==> config.mk <==
export PLATFORM = sky130hd
export DESIGN_NAME = freq_strap_sel
export DESIGN_NICKNAME = d
export VERILOG_FILES = /design/src/rtl/fss_pkg.sv /design/src/rtl/fss_strap_latch.sv /design/src/rtl/fss_code_mux.sv /design/src/rtl/fss_ss_decode.sv /design/src/rtl/freq_strap_sel.sv
export SDC_FILE = /design/constraint.sdc
export NUM_CORES = 1
export LEC_CHECK = 0
export ABC_AREA = 1
export BUFFER_PORTS_ARGS = -buffer_cell sky130_fd_sc_hd__buf_2
export CORE_MARGIN = 2
export CORE_UTILIZATION = 40
export CTS_CLUSTER_SIZE = 16
export DETAILED_ROUTE_END_ITERATION = 10
export PLACE_DENSITY_LB_ADDON = 0.1
export SETUP_SLACK_MARGIN = 0.5
export SLEW_MARGIN = 20
export SYNTH_ARGS = -nofsm -noshare
export SYNTH_HDL_FRONTEND = slang
export SYNTH_HIERARCHICAL = 1
export SYNTH_SLANG_ARGS = --single-unit
export TNS_END_PERCENT = 5
==> constraint.sdc <==
create_clock -name clk -period 1.09 [get_ports clk]
set_input_delay 0.109 -clock clk [delete_from_list [all_inputs] [get_ports clk]]
set_output_delay 0.109 -clock clk [all_outputs]
set_load 0.01 [all_outputs]
==> src/rtl/fss_pkg.sv <==
package fss_pkg;
  localparam int FS_W   = 4;
  localparam int STAT_W = 8;

  typedef logic [FS_W-1:0] fs_code_t;

  // Register-sourced code: bit 0 from cfg[2], bits 3:1 from cfg[6:4].
  function automatic fs_code_t cfg_to_code(input logic [7:0] cfg);
    return {cfg[6], cfg[5], cfg[4], cfg[2]};
  endfunction

  // Status byte: latched straps in the low bits, zeros above.
  function automatic logic [STAT_W-1:0] pack_status(input logic [FS_W:0] s);
    logic [STAT_W-1:0] r;
    r = '0;
    r[FS_W:0] = s;
    return r;
  endfunction
endpackage

==> src/rtl/fss_strap_latch.sv <==
module fss_strap_latch #(
  parameter int STRAP_W = 5
) (
  input  logic               clk,
  input  logic               rst_n,
  input  logic [STRAP_W-1:0] pin_i,
  output logic [STRAP_W-1:0] strap_o,
  output logic [STRAP_W-1:0] oe_o,
  output logic               por_done_o
);
  logic [STRAP_W-1:0] strap_q;
  logic               por_q;

  // Sample every edge while reset is held; freeze once it is released.
  always_ff @(posedge clk) begin
    if (!rst_n) strap_q <= pin_i;
  end

  always_ff @(posedge clk) begin
    if (!rst_n) por_q <= 1'b0;
    else        por_q <= 1'b1;
  end

  for (genvar i = 0; i < STRAP_W; i++) begin : g_oe
    assign oe_o[i] = por_q;
  end

  assign strap_o    = strap_q;
  assign por_done_o = por_q;


  strap_frozen_chk: assert property (@(posedge clk) disable iff (!rst_n)
    $past(rst_n) |-> $stable(strap_q));


  oe_after_por_chk: assert property (@(posedge clk) disable iff (!rst_n)
    $past(rst_n) |-> (oe_o == {STRAP_W{1'b1}}));
endmodule

==> src/rtl/fss_code_mux.sv <==
module fss_code_mux
  import fss_pkg::*;
(
  input  logic     clk,
  input  logic     rst_n,
  input  fs_code_t pin_code_i,
  input  fs_code_t strap_code_i,
  input  fs_code_t reg_code_i,
  input  logic     use_reg_i,
  output fs_code_t fsel_o,
  output logic     upd_o
);
  fs_code_t fsel_q;
  fs_code_t fsel_next;
  logic     upd_q;
  logic     code_change;

  assign fsel_next   = use_reg_i ? reg_code_i : strap_code_i;
  assign code_change = (fsel_next != fsel_q);

  always_ff @(posedge clk) begin
    if (!rst_n) begin
      fsel_q <= pin_code_i;
      upd_q  <= 1'b0;
    end else begin
      fsel_q <= fsel_next;
      upd_q  <= code_change;
    end
  end

  assign fsel_o = fsel_q;
  assign upd_o  = upd_q;


  strap_src_chk: assert property (@(posedge clk) disable iff (!rst_n)
    ($past(rst_n) && !$past(use_reg_i)) |-> (fsel_q == $past(strap_code_i)));


  reg_src_chk: assert property (@(posedge clk) disable iff (!rst_n)
    ($past(rst_n) && $past(use_reg_i)) |-> (fsel_q == $past(reg_code_i)));


  upd_on_change_chk: assert property (@(posedge clk) disable iff (!rst_n)
    upd_q |-> !$stable(fsel_q));


  change_has_upd_chk: assert property (@(posedge clk) disable iff (!rst_n)
    ($past(rst_n) && !$stable(fsel_q)) |-> upd_q);
endmodule

==> src/rtl/fss_ss_decode.sv <==
module fss_ss_decode #(
  parameter int CFG_W   = 8,
  parameter int EN_BIT  = 1,
  parameter int MODE_BIT = 7
) (
  input  logic             clk,
  input  logic             rst_n,
  input  logic [CFG_W-1:0] cfg_i,
  output logic             ss_en_o,
  output logic             ss_down_o
);
  logic en_q, down_q;

  always_ff @(posedge clk) begin
    if (!rst_n) begin
      en_q   <= 1'b0;
      down_q <= 1'b0;
    end else begin
      en_q   <= cfg_i[EN_BIT];
      down_q <= cfg_i[MODE_BIT];
    end
  end

  assign ss_en_o   = en_q;
  assign ss_down_o = down_q;


  ss_follow_chk: assert property (@(posedge clk) disable iff (!rst_n)
    $past(rst_n) |-> (ss_en_o == $past(cfg_i[EN_BIT]) && ss_down_o == $past(cfg_i[MODE_BIT])));
endmodule

==> src/rtl/freq_strap_sel.sv <==
module freq_strap_sel
  import fss_pkg::*;
#(
  parameter int SRC_BIT     = 3,
  parameter int SS_EN_BIT   = 1,
  parameter int SS_MODE_BIT = 7
) (
  input  logic                 clk,
  input  logic                 rst_n,
  input  logic [FS_W:0]        strap_pin_i,
  input  logic [7:0]           cfg_i,
  output logic [FS_W:0]        strap_oe_o,
  output logic [STAT_W-1:0]    strap_stat_o,
  output logic                 rate_sel_o,
  output logic [FS_W-1:0]      fsel_o,
  output logic                 fsel_upd_o,
  output logic                 ss_en_o,
  output logic                 ss_down_o
);
  localparam int STRAP_W = FS_W + 1;

  logic [STRAP_W-1:0] strap_q;
  logic               por_done;
  fs_code_t           reg_code;
  logic               unused_cfg;

  assign unused_cfg = cfg_i[0];
  assign reg_code   = cfg_to_code(cfg_i);

  fss_strap_latch #(.STRAP_W(STRAP_W)) u_latch (
    .clk        (clk),
    .rst_n      (rst_n),
    .pin_i      (strap_pin_i),
    .strap_o    (strap_q),
    .oe_o       (strap_oe_o),
    .por_done_o (por_done)
  );

  fss_code_mux u_mux (
    .clk          (clk),
    .rst_n        (rst_n),
    .pin_code_i   (strap_pin_i[FS_W-1:0]),
    .strap_code_i (strap_q[FS_W-1:0]),
    .reg_code_i   (reg_code),
    .use_reg_i    (cfg_i[SRC_BIT]),
    .fsel_o       (fsel_o),
    .upd_o        (fsel_upd_o)
  );

  fss_ss_decode #(.CFG_W(8), .EN_BIT(SS_EN_BIT), .MODE_BIT(SS_MODE_BIT)) u_ss (
    .clk       (clk),
    .rst_n     (rst_n),
    .cfg_i     (cfg_i),
    .ss_en_o   (ss_en_o),
    .ss_down_o (ss_down_o)
  );

  assign strap_stat_o = pack_status(strap_q);
  assign rate_sel_o   = strap_q[FS_W];


  quiet_in_reset_chk: assert property (@(posedge clk) disable iff (!rst_n)
    !por_done |-> (!fsel_upd_o && !ss_en_o && !ss_down_o));


  stat_upper_zero_chk: assert property (@(posedge clk) disable iff (!rst_n)
    strap_stat_o[STAT_W-1:STRAP_W] == '0);


  rate_matches_stat_chk: assert property (@(posedge clk) disable iff (!rst_n)
    rate_sel_o == strap_stat_o[FS_W]);
endmodule

==> run_results.csv <==
group,metric,value,unit
power_and_ir_drop,clockPowerShare,27.7,%
global_route,met2_usage,17.9,%
sta,fin_skew,1.71,ps
clocking,cts_resized,0,
synthesis,synth_area,599,sq um
cells_and_area,insertedDiodeCount,0,
clocking,root_buffer,"clkbuf_4",
placement,placed_area,709,sq um
sta,hold_viol,0,
sta,setup_viol,0,
power_and_ir_drop,peakVddDrop,913,uV
synthesis,yosysSeqAreaShare,51.8,%
cells_and_area,drive_gt1_share,39.4,%
clocking,tritoncts,"done",
clocking,cts_buffer_depth,2,
placement,globalplace.congestion,0.674,
synthesis,synth_seq_cells,13,
drt,drtIter0Drc,9,
synthesis,netlist.top_cell.by_area,"dfxtp_1",
floorplanning,coreArea,1350,sq um
synthesis,ys_types,13,
power_and_ir_drop,p_sw_share,26.5,%
global_route,antenna_found_initial,0,
flow_run,drv_cap,0,
worst_hold_path,min_to,"u_ss/ss_en_o$_SDFF_PN0_",
drt,vias,504,
global_route,met3_usage,6.38,%
worst_hold_path,holdCritStartpoint,"cfg_i[1]",
floorplanning,die_area,1820,sq um
floorplanning,pin_count,36,
setup_path,path_cells,"buf_2",
setup_path,setup.worst_path.start_class,"flip-flop",
clocking,cts_inserted_buffers,3,
power_and_ir_drop,power_frac_comb,18.2,%
sta,slew_viol_final,0,
drt,dr.pass1.iters,4,
outcome,status,"complete, no violations",
setup_path,rr_endpoint,"u_mux/upd_o$_SDFF_PN0_",
drt,ant_nets,0,
placement,place_hpwl,820,um
global_route,gr-usage-met1,18.1,%
worst_hold_path,min_path_type,"in -> reg",
clocking,clkSinkCount,13,
setup_path,crit_path_max_fanout,3,
setup_path,r2r-start,"u_latch/strap_o[3]$_DFFE_PN_",
setup_path,cp.arrival,860,ps
setup_path,critPathMaxStageDelay,430,ps
cells_and_area,fill_cells,148,
cells_and_area,area_growth,22.8,%
setup_path,path_delay_family,"flip-flops",
setup_path,cp_num_buf_inv,1,
setup_path,rr_worst_depth,8,
synthesis,avgSynthCellArea,8.32,sq um
global_route,busiest_layer,"met1",
power_and_ir_drop,seq_power_share,54.1,%
global_route,grt_pass1_wl,1.75,mm
synthesis,synthTopCellsByArea,"dfxtp_1, edfxtp_1, nand2_1",
synthesis,syn_inst,72,
synthesis,synth_top_area_share,26.7,%
global_route,grt_max_degree,14,
synthesis,yosysWarnings,6,
setup_path,r2r_slack,120,ps
drt,drc,0,
sta,fin_crit,969,ps
floorplanning,die_h,42.7,um
setup_path,crit_type,"reg -> out",
global_route,overflow,0,
global_route,grt_usage,13.1,%
power_and_ir_drop,cell_internal_pwr,767,uW
clocking,cts_hold_buf,0,
setup_path,critPathCaptureType,"output port",
power_and_ir_drop,p_per_area,1420,nW/um^2
cells_and_area,stdcell_area,736,sq um
sta,max_freq,1030,MHz
floorplanning,start_util,44.4,%
cells_and_area,fin_nets,115,
floorplanning,rows,13,
placement,port_buffers,31,
drt,wire_per_inst,9.66,um
global_route,grt_pass1_vias,420,
floorplanning,die_w,42.7,um
drt,avgViaCountPerCell,4.42,
power_and_ir_drop,p_sw,277,uW
clocking,htree_levels,1,
clocking,clk_pin_slew,70,ps
sta,fin_crit_sh,88.9,%
power_and_ir_drop,p_leak,0.000412,uW
clocking,clock_latency,270,ps
drt,drt_wl_total,1.10,mm
setup_path,critPathSlowestCell,"edfxtp_1",
sta,setup_tns,0,ps
setup_path,crit_required,980,ps
sta,rsz0062_at_grt,"yes",
worst_hold_path,holdPathStages,3,
-- cells in the mapped netlist --
cell type,instances
clkbuf_1,1
buf_4,9
nand3b_1,3
nor2_1,6
nand3_1,2
dfxtp_1,8
inv_2,1
nand2_2,4
conb_1,1
inv_1,8
nand2_1,20
a31oi_1,4
edfxtp_1,5
-- cell usage in the layout (no fill, tap or decap), drive strengths merged --
cell type / instances
inv: 9
clkbuf: 4
nor2: 6
dfxtp: 8
nand2: 24
conb: 3
edfxtp: 5
a31oi: 4
nand3b: 3
nand3: 2
buf: 31
-- power groups by stage --
stage	Clock, uW	Sequential, uW	Combinational [uW]
6_report	289	565	190
4_1_cts	301	565	192
2_1_floorplan	0	594	111
3_5_place_dp	0	576	191
3_3_place_gp	0	575	189
5_1_grt	329	570	213
-- through the flow --
step / power, uW / hold slack [ps] / setup WS [ps] / cells / util (%)
6_report: 1040 / 14.4 / 121 / 114 / 54.5
5_1_grt: 1110 / -5.86 / 26.3 / 114 / 54.5
2_1_floorplan: 706 / 137 / 139 / 74 / -
3_5_place_dp: 767 / 290 / 137 / 110 / 52.5
4_1_cts: 1060 / 4.54 / 110 / 114 / 54.5
3_3_place_gp: 763 / 284 / 147 / 110 / 52.5
-- final cells by class --
class | instances | area, sq um | share of cell area (%)
Sequential cell | 13 | 310 | 42.2
Clock buffer | 4 | 26.3 | 3.57
Inverter | 9 | 33.8 | 4.59
Multi-Input combinational cell | 42 | 191 | 26.0
Timing Repair Buffer | 31 | 155 | 21.1
Tap cell | 15 | 18.8 | 2.55
-- cell families after synthesis --
group,after synthesis,synth area share (%)
compound gates,4,4.17
buf+inv,19,17.5
flops,13,51.8
other cells,1,0.626
simple gates,35,25.9
-- routing by layer --
layer  wire length [um]  up-vias  share of wire (%)
met5                  0        -                  0
met4                  0        0                  0
met3                106        0                9.6
met2                499       25                 45
met1                495      213                 45
li1                   -      266                  -
-- worst max-delay path by stage --
stage                                             from                     end  slack, ps  cells after the start
after floorplan           u_latch/strap_o[3]$_DFFE_PN_  u_mux/upd_o$_SDFF_PN0_        140                      8
after global placement    u_latch/strap_o[3]$_DFFE_PN_  u_mux/upd_o$_SDFF_PN0_        150                      8
after detailed placement  u_latch/strap_o[3]$_DFFE_PN_  u_mux/upd_o$_SDFF_PN0_        140                      8
after CTS                 u_latch/strap_o[3]$_DFFE_PN_         strap_stat_o[3]        110                      1
after global routing      u_latch/strap_o[3]$_DFFE_PN_  u_mux/upd_o$_SDFF_PN0_         30                      8
final                     u_latch/strap_o[3]$_DFFE_PN_         strap_stat_o[3]        120                      1
-- sequential cells by signal, summed over array words and instances (netlist names) --
signal              cells
u_latch/por_done_o      1
u_latch/strap_o         5
u_mux/fsel_o            4
u_mux/upd_o             1
u_ss/ss_down_o          1
u_ss/ss_en_o            1
-- what timing repair did --
action                                 CTS  global route
setup endpoints to repair               23            23
endpoints found under the hold margin    0             1
buffers inserted                         0             0
No activity file was read; power rests on OpenSTA's default activity.
